**config.mk**
```make
export PLATFORM = sky130hd
export DESIGN_NAME = scl_rate_gen
export DESIGN_NICKNAME = d
export VERILOG_FILES = /design/src/rtl/scl_gen_pkg.sv /design/src/rtl/scl_cnt_stage.sv /design/src/rtl/scl_cfg_regs.sv /design/src/rtl/scl_div_chain.sv /design/src/rtl/scl_phase.sv /design/src/rtl/scl_rate_gen.sv
export SDC_FILE = /design/constraint.sdc
export NUM_CORES = 1
export LEC_CHECK = 0
export ABC_AREA = 1
export BUFFER_PORTS_ARGS = -buffer_cell sky130_fd_sc_hd__buf_2
export CAP_MARGIN = 20
export CORE_ASPECT_RATIO = 0.7
export CORE_MARGIN = 4
export CORE_UTILIZATION = 30
export CTS_BUF_LIST = sky130_fd_sc_hd__clkbuf_16
export DETAILED_ROUTE_END_ITERATION = 8
export GPL_TIMING_DRIVEN = 0
export PLACE_DENSITY_LB_ADDON = 0.2
export SETUP_SLACK_MARGIN = 0.15
export SLEW_MARGIN = 0
export SYNTH_ARGS = -nofsm -noshare
export SYNTH_HDL_FRONTEND = slang
export SYNTH_SLANG_ARGS = --single-unit
```
**constraint.sdc**
```tcl
create_clock -name clk -period 1.5 [get_ports clk]
set_input_delay 0.15 -clock clk [delete_from_list [all_inputs] [get_ports clk]]
set_output_delay 0.15 -clock clk [all_outputs]
set_load 0.01 [all_outputs]
```
**src/rtl/scl_gen_pkg.sv**
```systemverilog
package scl_gen_pkg;
  // Fixed final divider and quarter structure of one bus clock bit.
  localparam int unsigned FIXED_DIV = 10;
  localparam int unsigned QUARTERS  = 4;
  localparam int unsigned SUBS_PER_Q = (2 * FIXED_DIV) / QUARTERS;

  // Quarter index: bit 1 set means the clock is released high.
  typedef enum logic [1:0] {
    Q_LOW_A  = 2'd0,
    Q_LOW_B  = 2'd1,
    Q_HIGH_A = 2'd2,
    Q_HIGH_B = 2'd3
  } scl_quarter_e;
endpackage

```
**src/rtl/scl_cnt_stage.sv**
```systemverilog
module scl_cnt_stage #(
  parameter int W = 8
) (
  input  logic         clk,
  input  logic         rst_n,
  input  logic         clr,
  input  logic         adv,
  input  logic [W-1:0] lim,
  output logic [W-1:0] cnt,
  output logic         wrap
);
  assign wrap = adv && (cnt == lim);

  always_ff @(posedge clk or negedge rst_n) begin
    if (!rst_n)      cnt <= '0;
    else if (clr)    cnt <= '0;
    else if (wrap)   cnt <= '0;
    else if (adv)    cnt <= cnt + W'(1);
  end
endmodule

```
**src/rtl/scl_cfg_regs.sv**
```systemverilog
module scl_cfg_regs #(
  parameter int HP_W   = 8,
  parameter int M_W    = 4,
  parameter int N_W    = 3,
  parameter int HP_MIN = 5,
  parameter int M_MIN  = 2,
  parameter int HP_RST = 24,
  parameter int M_RST  = 2,
  parameter int N_RST  = 0,
  localparam int CC_W  = M_W + N_W
) (
  input  logic            clk,
  input  logic            rst_n,
  input  logic            bus_en,
  input  logic            bound,
  input  logic            hp_wr,
  input  logic [HP_W-1:0] hp_wdata,
  input  logic            cc_wr,
  input  logic [CC_W-1:0] cc_wdata,
  output logic [HP_W-1:0] act_hp,
  output logic [M_W-1:0]  act_m,
  output logic [N_W-1:0]  act_n
);
  logic [HP_W-1:0] sh_hp;
  logic [M_W-1:0]  sh_m;
  logic [N_W-1:0]  sh_n;
  logic [M_W-1:0]  m_field;
  logic [N_W-1:0]  n_field;

  assign m_field = cc_wdata[N_W +: M_W];
  assign n_field = cc_wdata[N_W-1:0];

  // Shadow copies, clamped to the legal floor on write.
  always_ff @(posedge clk or negedge rst_n) begin
    if (!rst_n) begin
      sh_hp <= HP_W'(HP_RST);
      sh_m  <= M_W'(M_RST);
      sh_n  <= N_W'(N_RST);
    end else begin
      if (hp_wr) sh_hp <= (hp_wdata < HP_W'(HP_MIN)) ? HP_W'(HP_MIN) : hp_wdata;
      if (cc_wr) begin
        sh_m <= (m_field < M_W'(M_MIN)) ? M_W'(M_MIN) : m_field;
        sh_n <= n_field;
      end
    end
  end

  // Active copies follow the shadow while idle, else only at a period boundary.
  always_ff @(posedge clk or negedge rst_n) begin
    if (!rst_n) begin
      act_hp <= HP_W'(HP_RST);
      act_m  <= M_W'(M_RST);
      act_n  <= N_W'(N_RST);
    end else if (!bus_en || bound) begin
      act_hp <= sh_hp;
      act_m  <= sh_m;
      act_n  <= sh_n;
    end
  end

  a_r6_hp_floor: assert property (@(posedge clk) disable iff (!rst_n)
    act_hp >= HP_W'(HP_MIN));
  a_r7_m_floor: assert property (@(posedge clk) disable iff (!rst_n)
    act_m >= M_W'(M_MIN));
  a_r9_cfg_frozen_midperiod: assert property (@(posedge clk) disable iff (!rst_n)
    (bus_en && !bound) |=> ($stable(act_hp) && $stable(act_m) && $stable(act_n)));
endmodule

```
**src/rtl/scl_div_chain.sv**
```systemverilog
module scl_div_chain #(
  parameter int HP_W = 8,
  parameter int M_W  = 4,
  parameter int N_W  = 3
) (
  input  logic            clk,
  input  logic            rst_n,
  input  logic            run,
  input  logic            hold,
  input  logic [HP_W-1:0] act_hp,
  input  logic [M_W-1:0]  act_m,
  input  logic [N_W-1:0]  act_n,
  output logic            step
);
  localparam int NC_W = (1 << N_W) - 1;

  logic            adv;
  logic            clr;
  logic [NC_W:0]   n_span;
  logic [NC_W:0]   n_span_m1;
  logic [NC_W-1:0] n_lim;
  logic [HP_W-1:0] hp_cnt;
  logic [NC_W-1:0] n_cnt;
  logic [M_W-1:0]  m_cnt;
  logic            hp_wrap;
  logic            n_wrap;

  assign adv       = run && !hold;
  assign clr       = !run;
  assign n_span    = (NC_W+1)'(1) << act_n;
  assign n_span_m1 = n_span - (NC_W+1)'(1);
  assign n_lim     = n_span_m1[NC_W-1:0];

  scl_cnt_stage #(.W(HP_W)) u_hp (
    .clk(clk), .rst_n(rst_n), .clr(clr), .adv(adv),
    .lim(act_hp), .cnt(hp_cnt), .wrap(hp_wrap));

  scl_cnt_stage #(.W(NC_W)) u_pow (
    .clk(clk), .rst_n(rst_n), .clr(clr), .adv(hp_wrap),
    .lim(n_lim), .cnt(n_cnt), .wrap(n_wrap));

  scl_cnt_stage #(.W(M_W)) u_mod (
    .clk(clk), .rst_n(rst_n), .clr(clr), .adv(n_wrap),
    .lim(act_m), .cnt(m_cnt), .wrap(step));

  a_r10_counts_frozen: assert property (@(posedge clk) disable iff (!rst_n)
    (run && hold) |=> ($stable(hp_cnt) && $stable(n_cnt) && $stable(m_cnt)));
  a_r10_no_step_held: assert property (@(posedge clk) disable iff (!rst_n)
    hold |-> !step);
  a_r11_cleared_idle: assert property (@(posedge clk) disable iff (!rst_n)
    !run |=> (hp_cnt == '0 && n_cnt == '0 && m_cnt == '0));
endmodule

```
**src/rtl/scl_phase.sv**
```systemverilog
module scl_phase
  import scl_gen_pkg::*;
(
  input  logic clk,
  input  logic rst_n,
  input  logic run,
  input  logic step,
  output logic qtick,
  output logic scl_out,
  output logic bound
);
  localparam int SUB_W = $clog2(SUBS_PER_Q);

  logic [SUB_W-1:0] sub_cnt;
  logic             q_adv;
  scl_quarter_e     q;
  logic [1:0]       q_nxt;

  scl_cnt_stage #(.W(SUB_W)) u_sub (
    .clk(clk), .rst_n(rst_n), .clr(!run), .adv(step),
    .lim(SUB_W'(SUBS_PER_Q - 1)), .cnt(sub_cnt), .wrap(q_adv));

  assign q_nxt = q + 2'd1;
  assign bound = q_adv && (q == Q_HIGH_B);

  always_ff @(posedge clk or negedge rst_n) begin
    if (!rst_n) begin
      q       <= Q_HIGH_A;
      scl_out <= 1'b1;
      qtick   <= 1'b0;
    end else if (!run) begin
      q       <= Q_HIGH_A;
      scl_out <= 1'b1;
      qtick   <= 1'b0;
    end else begin
      qtick <= q_adv;
      if (q_adv) begin
        q       <= scl_quarter_e'(q_nxt);
        scl_out <= q_nxt[1];
      end
    end
  end

  a_r1_idle_released: assert property (@(posedge clk) disable iff (!rst_n)
    !run |=> (scl_out && !qtick));
  a_r12_tick_single: assert property (@(posedge clk) disable iff (!rst_n)
    qtick |=> !qtick);
  a_r3_fall_on_tick: assert property (@(posedge clk) disable iff (!rst_n)
    $fell(scl_out) |-> qtick);
  a_r2_sub_in_range: assert property (@(posedge clk) disable iff (!rst_n)
    sub_cnt <= SUB_W'(SUBS_PER_Q - 1));
endmodule

```
**src/rtl/scl_rate_gen.sv**
```systemverilog
module scl_rate_gen #(
  parameter int HP_W   = 8,
  parameter int M_W    = 4,
  parameter int N_W    = 3,
  parameter int HP_MIN = 5,
  parameter int M_MIN  = 2,
  parameter int HP_RST = 24,
  parameter int M_RST  = 2,
  parameter int N_RST  = 0,
  localparam int CC_W  = M_W + N_W
) (
  input  logic            clk,
  input  logic            rst_n,
  input  logic            bus_en,
  input  logic            hp_wr,
  input  logic [HP_W-1:0] hp_wdata,
  input  logic            cc_wr,
  input  logic [CC_W-1:0] cc_wdata,
  input  logic            scl_in,
  output logic            qtick,
  output logic            scl_out
);
  logic [HP_W-1:0] act_hp;
  logic [M_W-1:0]  act_m;
  logic [N_W-1:0]  act_n;
  logic            bound;
  logic            step;
  logic            stretch;

  // Released high but line still low: a target is stretching the clock.
  assign stretch = scl_out && !scl_in;

  scl_cfg_regs #(
    .HP_W(HP_W), .M_W(M_W), .N_W(N_W), .HP_MIN(HP_MIN), .M_MIN(M_MIN),
    .HP_RST(HP_RST), .M_RST(M_RST), .N_RST(N_RST)
  ) u_cfg (
    .clk(clk), .rst_n(rst_n), .bus_en(bus_en), .bound(bound),
    .hp_wr(hp_wr), .hp_wdata(hp_wdata), .cc_wr(cc_wr), .cc_wdata(cc_wdata),
    .act_hp(act_hp), .act_m(act_m), .act_n(act_n));

  scl_div_chain #(.HP_W(HP_W), .M_W(M_W), .N_W(N_W)) u_chain (
    .clk(clk), .rst_n(rst_n), .run(bus_en), .hold(stretch),
    .act_hp(act_hp), .act_m(act_m), .act_n(act_n), .step(step));

  scl_phase u_phase (
    .clk(clk), .rst_n(rst_n), .run(bus_en), .step(step),
    .qtick(qtick), .scl_out(scl_out), .bound(bound));

  a_r10_no_tick_when_held: assert property (@(posedge clk) disable iff (!rst_n)
    (bus_en && stretch) |=> !qtick);
endmodule

```
==> Word level (Yosys, flattened, before mapping) <==
Cells that the tools add are included.
{ "classes": {"shifts": 1, "n_addsub": 6, "eq_ne": 10, "reduce_logical": 11, "mux": 19, "n_lt_le_gt_ge": 2} }
{ "op_table": {"columns": ["operator", "n"], "rows": [
  ["2-to-1 mux 8 bit", 4],
  ["2-to-1 mux 7 bit", 3],
  ["2-to-1 mux 4 bit", 4],
  ["!= test 3 x 1 -> 1 bit, second input constant", 4],
  ["2-to-1 mux 3 bit", 3],
  ["adder 8 x 1 -> 8 bit, second input constant", 1],
  ["equality test 8 bit", 1],
  ["< comparator 8 x 3 -> 1 bit, second input constant", 1],
  ["adder 7 x 1 -> 7 bit, second input constant", 1],
  ["equality test 7 bit", 1],
  ["logical AND 1 bit", 7],
  ["<< shifter 1 x 3 -> 7 bit, first input constant", 1],
  ["subtractor 7 x 1 -> 7 bit, second input constant", 1],
  ["adder 4 x 1 -> 4 bit, second input constant", 1],
  ["equality test 4 bit", 1],
  ["< comparator 4 x 2 -> 1 bit, second input constant", 1],
  ["2-to-1 mux 2 bit", 2],
  ["adder 3 x 1 -> 3 bit, second input constant", 1],
  ["equality test 3 bit, second input constant", 1],
  ["zero test 1 bit", 3],
  ["2-to-1 mux 1 bit", 3],
  ["adder 2 x 1 -> 2 bit, second input constant", 1],
  ["equality test 2 bit, second input constant", 1],
  ["!= test 2 x 1 -> 1 bit, second input constant", 1],
  ["logical OR 1 bit", 1]
]} }
{ "word_totals": {"word_cells": 62, "reg_bits": 56, "inputBits": 21} }

==> Longest topological paths before layout <==
{ "logic_depth": {"word_depth": 10, "mapped_depth": 13, "mapped_depth_nobuf": 12} }

==> By module <==
A second synthesis with hierarchy kept.
{ "unflattened": {"cells_unflattened": 388, "area_unflattened_um2": 3031.7} }
{ "modules_own_cells": {"columns": ["module", "cells_each", "seq_area_each_um2", "instances", "area_each_um2"], "rows": [
  ["scl_cfg_regs", 111, 758.2, 1, 1201.2],
  ["scl_cnt_stage (u_chain.u_hp)", 83, 200.2, 1, 573.0],
  ["scl_cnt_stage (u_chain.u_pow)", 85, 175.2, 1, 538.0],
  ["scl_cnt_stage (u_chain.u_mod)", 42, 100.1, 1, 284.0],
  ["scl_cnt_stage (u_phase.u_sub)", 31, 75.1, 1, 210.2],
  ["scl_phase", 19, 76.3, 1, 153.9],
  ["scl_div_chain", 15, 0.0, 1, 61.3],
  ["scl_rate_gen", 2, 0.0, 1, 10.0]
]} }

==> Least setup slack after synthesis <==
Ideal clock, no wire load.
{ "synth_path": {"kind": "register -> register", "from": "reg u_cfg.act_hp[4]", "to": "reg u_cfg.act_hp[2]", "required_ps": 1383, "arrival_ps": 1511, "setup_ps": 117, "setup_slack_ps": -128, "path_buffers": 1, "path_stages_with_launch": 11, "path_cell_list": "dfstp_2 -> inv_1 -> nand2_1 -> nand4_1 -> nor2_1 -> nand3_1 -> nor2_4 -> nand4_4 -> buf_6 -> nand3_2 -> nand2_1"} }
{ "synth_between": {"elab_chain_len": 7} }
{ "synth_rtl": {"columns": ["item", "line", "text"], "rows": [
  ["from (decl)", "scl_cfg_regs.sv:20", "output logic [HP_W-1:0] act_hp,"],
  ["from (signal assigned)", "scl_cfg_regs.sv:51", "act_hp <= HP_W'(HP_RST);"],
  ["from (signal assigned)", "scl_cfg_regs.sv:55", "act_hp <= sh_hp;"],
  ["equality test 8 bit", "scl_cnt_stage.sv:12", "assign wrap = adv && (cnt == lim);"],
  ["logical AND 1 bit (4 in a row)", "scl_cnt_stage.sv:12", null],
  ["logical AND 1 bit", "scl_phase.sv:24", "assign bound = q_adv && (q == Q_HIGH_B);"],
  ["logical OR 1 bit", "scl_cfg_regs.sv:54", "end else if (!bus_en || bound) begin"]
]} }
No other way between the ends.
A chain may end at the register's enable or synchronous reset.

==> Final worst setup path <==
{ "layout_path": {"from": "reg u_cfg.act_n[1]", "to": "reg u_cfg.act_hp[1]"} }
{ "layout_between": {"elab_chain_len": 8} }
{ "layout_rtl": {"columns": ["item", "line", "text"], "rows": [
  ["from (decl)", "scl_cfg_regs.sv:22", "output logic [N_W-1:0] act_n"],
  ["from (signal assigned)", "scl_cfg_regs.sv:53", "act_n <= N_W'(N_RST);"],
  ["from (signal assigned)", "scl_cfg_regs.sv:57", "act_n <= sh_n;"],
  ["<< shifter 1 x 3 -> 7 bit", "scl_div_chain.sv:30", "assign n_span = (NC_W+1)'(1) << act_n;"],
  ["subtractor 7 x 1 -> 7 bit", "scl_div_chain.sv:31", "assign n_span_m1 = n_span - (NC_W+1)'(1);"],
  ["equality test 7 bit", "scl_cnt_stage.sv:12", null],
  ["logical AND 1 bit (3 in a row)", "scl_cnt_stage.sv:12", null],
  ["logical AND 1 bit", "scl_phase.sv:24", null],
  ["logical OR 1 bit", "scl_cfg_regs.sv:54", null]
]} }
No other way between the ends.

==> impl_metrics.xml <==
<?xml version="1.0" encoding="UTF-8"?>
<metrics>
  <group name="drt">
    <metric name="drt-initial-drc-count" unit="">124</metric>
    <metric name="route.detailed.wl_per_inst" unit="um">13.4</metric>
    <metric name="drt-vias-per-instance" unit="">4.60</metric>
    <metric name="ant_nets" unit="">0</metric>
    <metric name="remaining_drc_errors" unit="">0</metric>
    <metric name="pre_antenna_drt_iters" unit="">4</metric>
    <metric name="vias" unit="">2617</metric>
    <metric name="drt-total-wl" unit="mm">7.62</metric>
  </group>
  <group name="synth">
    <metric name="synth_cell_type_count" unit="">37</metric>
    <metric name="synth_seq_cells" unit="">55</metric>
    <metric name="synth_nets" unit="">412</metric>
    <metric name="synthDominantAreaCellType" unit="">sky130_fd_sc_hd__dfrtp_1</metric>
    <metric name="post_synth_main_area_contributors" unit="">sky130_fd_sc_hd__dfrtp_1 (38%), sky130_fd_sc_hd__nand2_1 (12%), sky130_fd_sc_hd__nand3_1 (6.8%), sky130_fd_sc_hd__dfstp_2 (5.8%), sky130_fd_sc_hd__inv_1 (5.1%)</metric>
    <metric name="synthDominantCellAreaShare" unit="%">38.0</metric>
    <metric name="syn_inst" unit="">385</metric>
    <metric name="postSynthAreaPerCell" unit="um2">8.22</metric>
    <metric name="yosysSeqAreaShare" unit="%">43.8</metric>
    <metric name="synth.yosys.warnings" unit="">0</metric>
    <metric name="synthesis.area" unit="mm2">0.00316</metric>
  </group>
  <group name="sta">
    <metric name="grt_setup_unrepaired" unit="">yes</metric>
    <metric name="fmax" unit="MHz">536</metric>
    <metric name="fin_crit_sh" unit="%">124</metric>
    <metric name="hold_viol" unit="">0</metric>
    <metric name="worst_hold_slack" unit="ns">0.0475</metric>
    <metric name="timing.final.max_slew_violations" unit="">0</metric>
    <metric name="setup_viol_count_final" unit="">36</metric>
    <metric name="timing.clock.skew" unit="ns">0.00639</metric>
    <metric name="worst_slack" unit="ns">-0.367</metric>
    <metric name="relSlewSlack" unit="%">63.8</metric>
    <metric name="layout_min_cycle_time" unit="ns">1.87</metric>
    <metric name="worst_pin_slew" unit="ns">0.543</metric>
  </group>
  <group name="floorplan">
    <metric name="placeableCoreArea" unit="mm2">0.0103</metric>
    <metric name="row_count" unit="">31</metric>
    <metric name="die_y" unit="um">93.9</metric>
    <metric name="boundaryPins" unit="">23</metric>
    <metric name="die_w" unit="um">131</metric>
    <metric name="dieArea" unit="mm2">0.0123</metric>
    <metric name="floorplan.initialDensity" unit="%">30.7</metric>
  </group>
  <group name="setup_path">
    <metric name="crit_path_cell_trace" unit="">nor2_2 &gt; nand2_1 &gt; nand2_1 &gt; inv_1 &gt; nor2_1 &gt; nand3_2 &gt; nor2_4 &gt; nand4_4 &gt; clkbuf_16 &gt; nand3_2 &gt; nand2_1</metric>
    <metric name="critPathLaunchType" unit="">register</metric>
    <metric name="cp.required" unit="ns">1.70</metric>
    <metric name="crit_path_max_fanout" unit="">5</metric>
    <metric name="cp.buffers_inverters" unit="">2</metric>
    <metric name="regToRegStartpoint" unit="">u_cfg.act_n[1]</metric>
    <metric name="crit_arrival" unit="ns">2.07</metric>
    <metric name="worst-r2r-cell-count" unit="">11</metric>
    <metric name="critical_path.endpoint_type" unit="">register</metric>
    <metric name="path_delay_family" unit="">simple AND/OR/NAND/NOR gates</metric>
    <metric name="timing_worst_setup_path_type" unit="">reg -&gt; reg</metric>
    <metric name="worstSetupStartpoint" unit="">u_cfg.act_n[1]</metric>
    <metric name="crit_path_frequent_cell" unit="">sky130_fd_sc_hd__nand2_1</metric>
    <metric name="critical_path_depth" unit="">11</metric>
    <metric name="cp_max_stage_delay" unit="ns">0.44</metric>
    <metric name="cp_slowest_cell" unit="">sky130_fd_sc_hd__dfrtp_2</metric>
  </group>
  <group name="global_route">
    <metric name="grt-ovfl-total" unit="">0</metric>
    <metric name="number_of_antenna_violations_at_the_first_check_in_global_routing" unit="">0</metric>
    <metric name="vias_in_the_first_global_route" unit="">2434</metric>
    <metric name="grt.total_usage" unit="%">13.1</metric>
    <metric name="grt_first_pass_wirelength" unit="mm">12.6</metric>
    <metric name="grt_max_degree" unit="">34</metric>
  </group>
  <group name="clock_network">
    <metric name="clk_root_buffer_cell" unit="">sky130_fd_sc_hd__clkbuf_16</metric>
    <metric name="cts_made_buffers" unit="">5</metric>
    <metric name="clock_latency" unit="ns">0.30</metric>
    <metric name="numClockSinks" unit="">55</metric>
    <metric name="tritoncts_clock_tree" unit="">built</metric>
    <metric name="cts.htree.levels" unit="">2</metric>
    <metric name="clk_transition_reported_paths" unit="ns">0.08</metric>
    <metric name="clk_path_buf_depth" unit="">2</metric>
  </group>
  <group name="placement">
    <metric name="placed_cells" unit="">538</metric>
    <metric name="pre_cts_ws" unit="ns">-0.414</metric>
    <metric name="post_detailed_placement_half_perimeter_wirelength" unit="mm">5.40</metric>
    <metric name="routability_congestion_estimate" unit="">0.808</metric>
    <metric name="place.port_buffers" unit="">20</metric>
  </group>
  <group name="flow_run">
    <metric name="max_cap_viol_count" unit="">0</metric>
  </group>
  <group name="pwr">
    <metric name="total_power" unit="uW">3500</metric>
    <metric name="vdd_ir_drop_max" unit="mV">0.401</metric>
    <metric name="power_per_cell_area" unit="mW/mm2">850</metric>
    <metric name="static-leakage-power" unit="uW">0.00200</metric>
  </group>
  <group name="hold_path">
    <metric name="timing.hold.worst.class" unit="">in -&gt; reg</metric>
    <metric name="timing.hold.worst.start" unit="">cc_wdata[2]</metric>
    <metric name="min_delay_path_depth" unit="">3</metric>
  </group>
  <group name="cells_and_area">
    <metric name="fillCellCount" unit="">1053</metric>
    <metric name="layout.nets" unit="">463</metric>
    <metric name="final_layout_size_suffix_gt1_share" unit="%">34.8</metric>
    <metric name="area.growth.synth_to_final" unit="%">30.2</metric>
    <metric name="n_antenna_cell" unit="">0</metric>
    <metric name="final_cell_count_no_fill" unit="">569</metric>
    <metric name="final_util" unit="%">39.9</metric>
  </group>
  <group name="outcome">
    <metric name="outcome" unit="">finished with violations</metric>
    <metric name="violations" unit="">setup timing</metric>
  </group>
</metrics>
## path summary, 6_finish.rpt
kind                                         to  slack, ns
max                             u_cfg.act_hp[1]      -0.37
min                               u_cfg.sh_n[2]       0.05
max reg2reg                     u_cfg.act_hp[1]      -0.37
min reg2reg                     u_cfg.act_hp[4]       0.48
max in group asynchronous        u_cfg.sh_hp[3]       0.50
min in group asynchronous  u_phase.u_sub.cnt[2]       0.37
## metrics by stage
step                      TNS, ns  cell area (um2)
after floorplan             -1.09             3220
after global placement      -8.92             3490
after detailed placement    -8.66             3510
after CTS                   -7.51             3910
after global routing       -13.15             4120
final                       -9.18             4120
## synth_stat cells
library cell	number
sky130_fd_sc_hd__o21ai_0	12
sky130_fd_sc_hd__dfrtp_1	48
sky130_fd_sc_hd__nor3_2	1
sky130_fd_sc_hd__buf_2	2
sky130_fd_sc_hd__nor4_1	2
sky130_fd_sc_hd__nand2_2	2
sky130_fd_sc_hd__nand2_4	2
sky130_fd_sc_hd__mux2_2	4
sky130_fd_sc_hd__o21bai_2	1
sky130_fd_sc_hd__a21oi_1	4
sky130_fd_sc_hd__buf_6	4
sky130_fd_sc_hd__o22ai_1	5
sky130_fd_sc_hd__xor2_1	15
sky130_fd_sc_hd__or2_2	2
sky130_fd_sc_hd__dfstp_2	7
sky130_fd_sc_hd__inv_2	3
sky130_fd_sc_hd__nand4_4	2
sky130_fd_sc_hd__clkbuf_1	2
sky130_fd_sc_hd__clkinv_1	1
sky130_fd_sc_hd__nand2_1	103
sky130_fd_sc_hd__buf_8	1
sky130_fd_sc_hd__nand3_1	43
sky130_fd_sc_hd__buf_1	1
sky130_fd_sc_hd__nand3_2	14
sky130_fd_sc_hd__nand4_1	4
sky130_fd_sc_hd__buf_4	1
sky130_fd_sc_hd__o211ai_1	1
sky130_fd_sc_hd__nor2_4	2
sky130_fd_sc_hd__nor2_2	3
sky130_fd_sc_hd__inv_1	43
sky130_fd_sc_hd__nor2_1	30
sky130_fd_sc_hd__a31oi_1	3
sky130_fd_sc_hd__xnor2_1	5
sky130_fd_sc_hd__ha_1	6
sky130_fd_sc_hd__o21ai_2	1
sky130_fd_sc_hd__a211oi_1	1
sky130_fd_sc_hd__nor3_1	4
## final cells by class
| class | count | area, um2 | share of cell area, % |
|---|---|---|---|
| clock inverters | 3 | 21.3 | 0.516 |
| multi-input cells | 272 | 1750 | 42.6 |
| flip-flops and latches | 55 | 1390 | 33.7 |
| clock buffers | 5 | 125 | 3.04 |
| repair buffers | 45 | 398 | 9.66 |
| plain buffers | 10 | 88.8 | 2.16 |
| inverters | 47 | 179 | 4.34 |
| well taps | 132 | 165 | 4.01 |
## flip-flops by register name, summed over array words and instances (netlist names), 4 cells and up
| name | flops |
|---|---|
| u_chain.u_mod.cnt | 4 |
| u_cfg.sh_hp | 8 |
| u_chain.u_hp.cnt | 8 |
| u_cfg.sh_m | 4 |
| u_cfg.act_hp | 8 |
| u_chain.u_pow.cnt | 7 |
| u_cfg.act_m | 4 |
## layout by cell type, fill, tap and decap left out, types with 5 or more instances in the layout
| cell | synthesis | layout |
|---|---|---|
| sky130_fd_sc_hd__dfrtp_1 | 48 | 45 |
| sky130_fd_sc_hd__dfstp_2 | 7 | 7 |
| sky130_fd_sc_hd__inv_1 | 43 | 40 |
| sky130_fd_sc_hd__xor2_1 | 15 | 15 |
| sky130_fd_sc_hd__nor2_1 | 30 | 25 |
| sky130_fd_sc_hd__clkbuf_16 | 0 | 7 |
| sky130_fd_sc_hd__nand2_4 | 2 | 5 |
| sky130_fd_sc_hd__nor2_2 | 3 | 7 |
| sky130_fd_sc_hd__buf_6 | 4 | 9 |
| sky130_fd_sc_hd__buf_4 | 1 | 13 |
| sky130_fd_sc_hd__nand3_1 | 43 | 27 |
| sky130_fd_sc_hd__nand2_2 | 2 | 9 |
| sky130_fd_sc_hd__ha_1 | 6 | 6 |
| sky130_fd_sc_hd__o22ai_2 | 0 | 5 |
| sky130_fd_sc_hd__buf_2 | 2 | 22 |
| sky130_fd_sc_hd__o21ai_0 | 12 | 7 |
| sky130_fd_sc_hd__nand3_2 | 14 | 30 |
| sky130_fd_sc_hd__nand2_1 | 103 | 91 |
| sky130_fd_sc_hd__inv_2 | 3 | 5 |
## layer usage
metal	GRT usage (%)	vias to the layer above	part of all wire (%)
met2	17.3	56	39
met5	0	-	0
met3	2.78	8	5.2
met4	3.34	0	1.0
li1	-	1341	-
met1	21.0	1212	55
## report_power, final
group	internal, uW	switching (uW)
logic	259	364
clock network	628	585
registers	1580	86.9
## kinds of logic after synthesis
logic type	count (synthesis)	synth area share (%)
adders and majority gates	6	2.37
muxes	4	1.42
AOI/OAI and AO/OA	28	5.22
xor gates and xnor gates	20	5.54
and+or+nand+nor	214	33.3
buffers and inverters	58	8.38
DFF	55	43.8
## worst min-delay path, delay by kind of cell
kind,cells,cell delay (ns)
simple gates,2,0.09
buf+inv,1,0.07
## timing repair
action                                 4_1_cts  5_1_grt
setup endpoints to repair                   40       40
hold buffers                                 1        0
cloned                                       1        3
resized for setup                           28       34
setup buffers                               11        8
endpoints found under the hold margin       19        0
pin swaps                                   15       19
(Power assumes the default switching activity.)
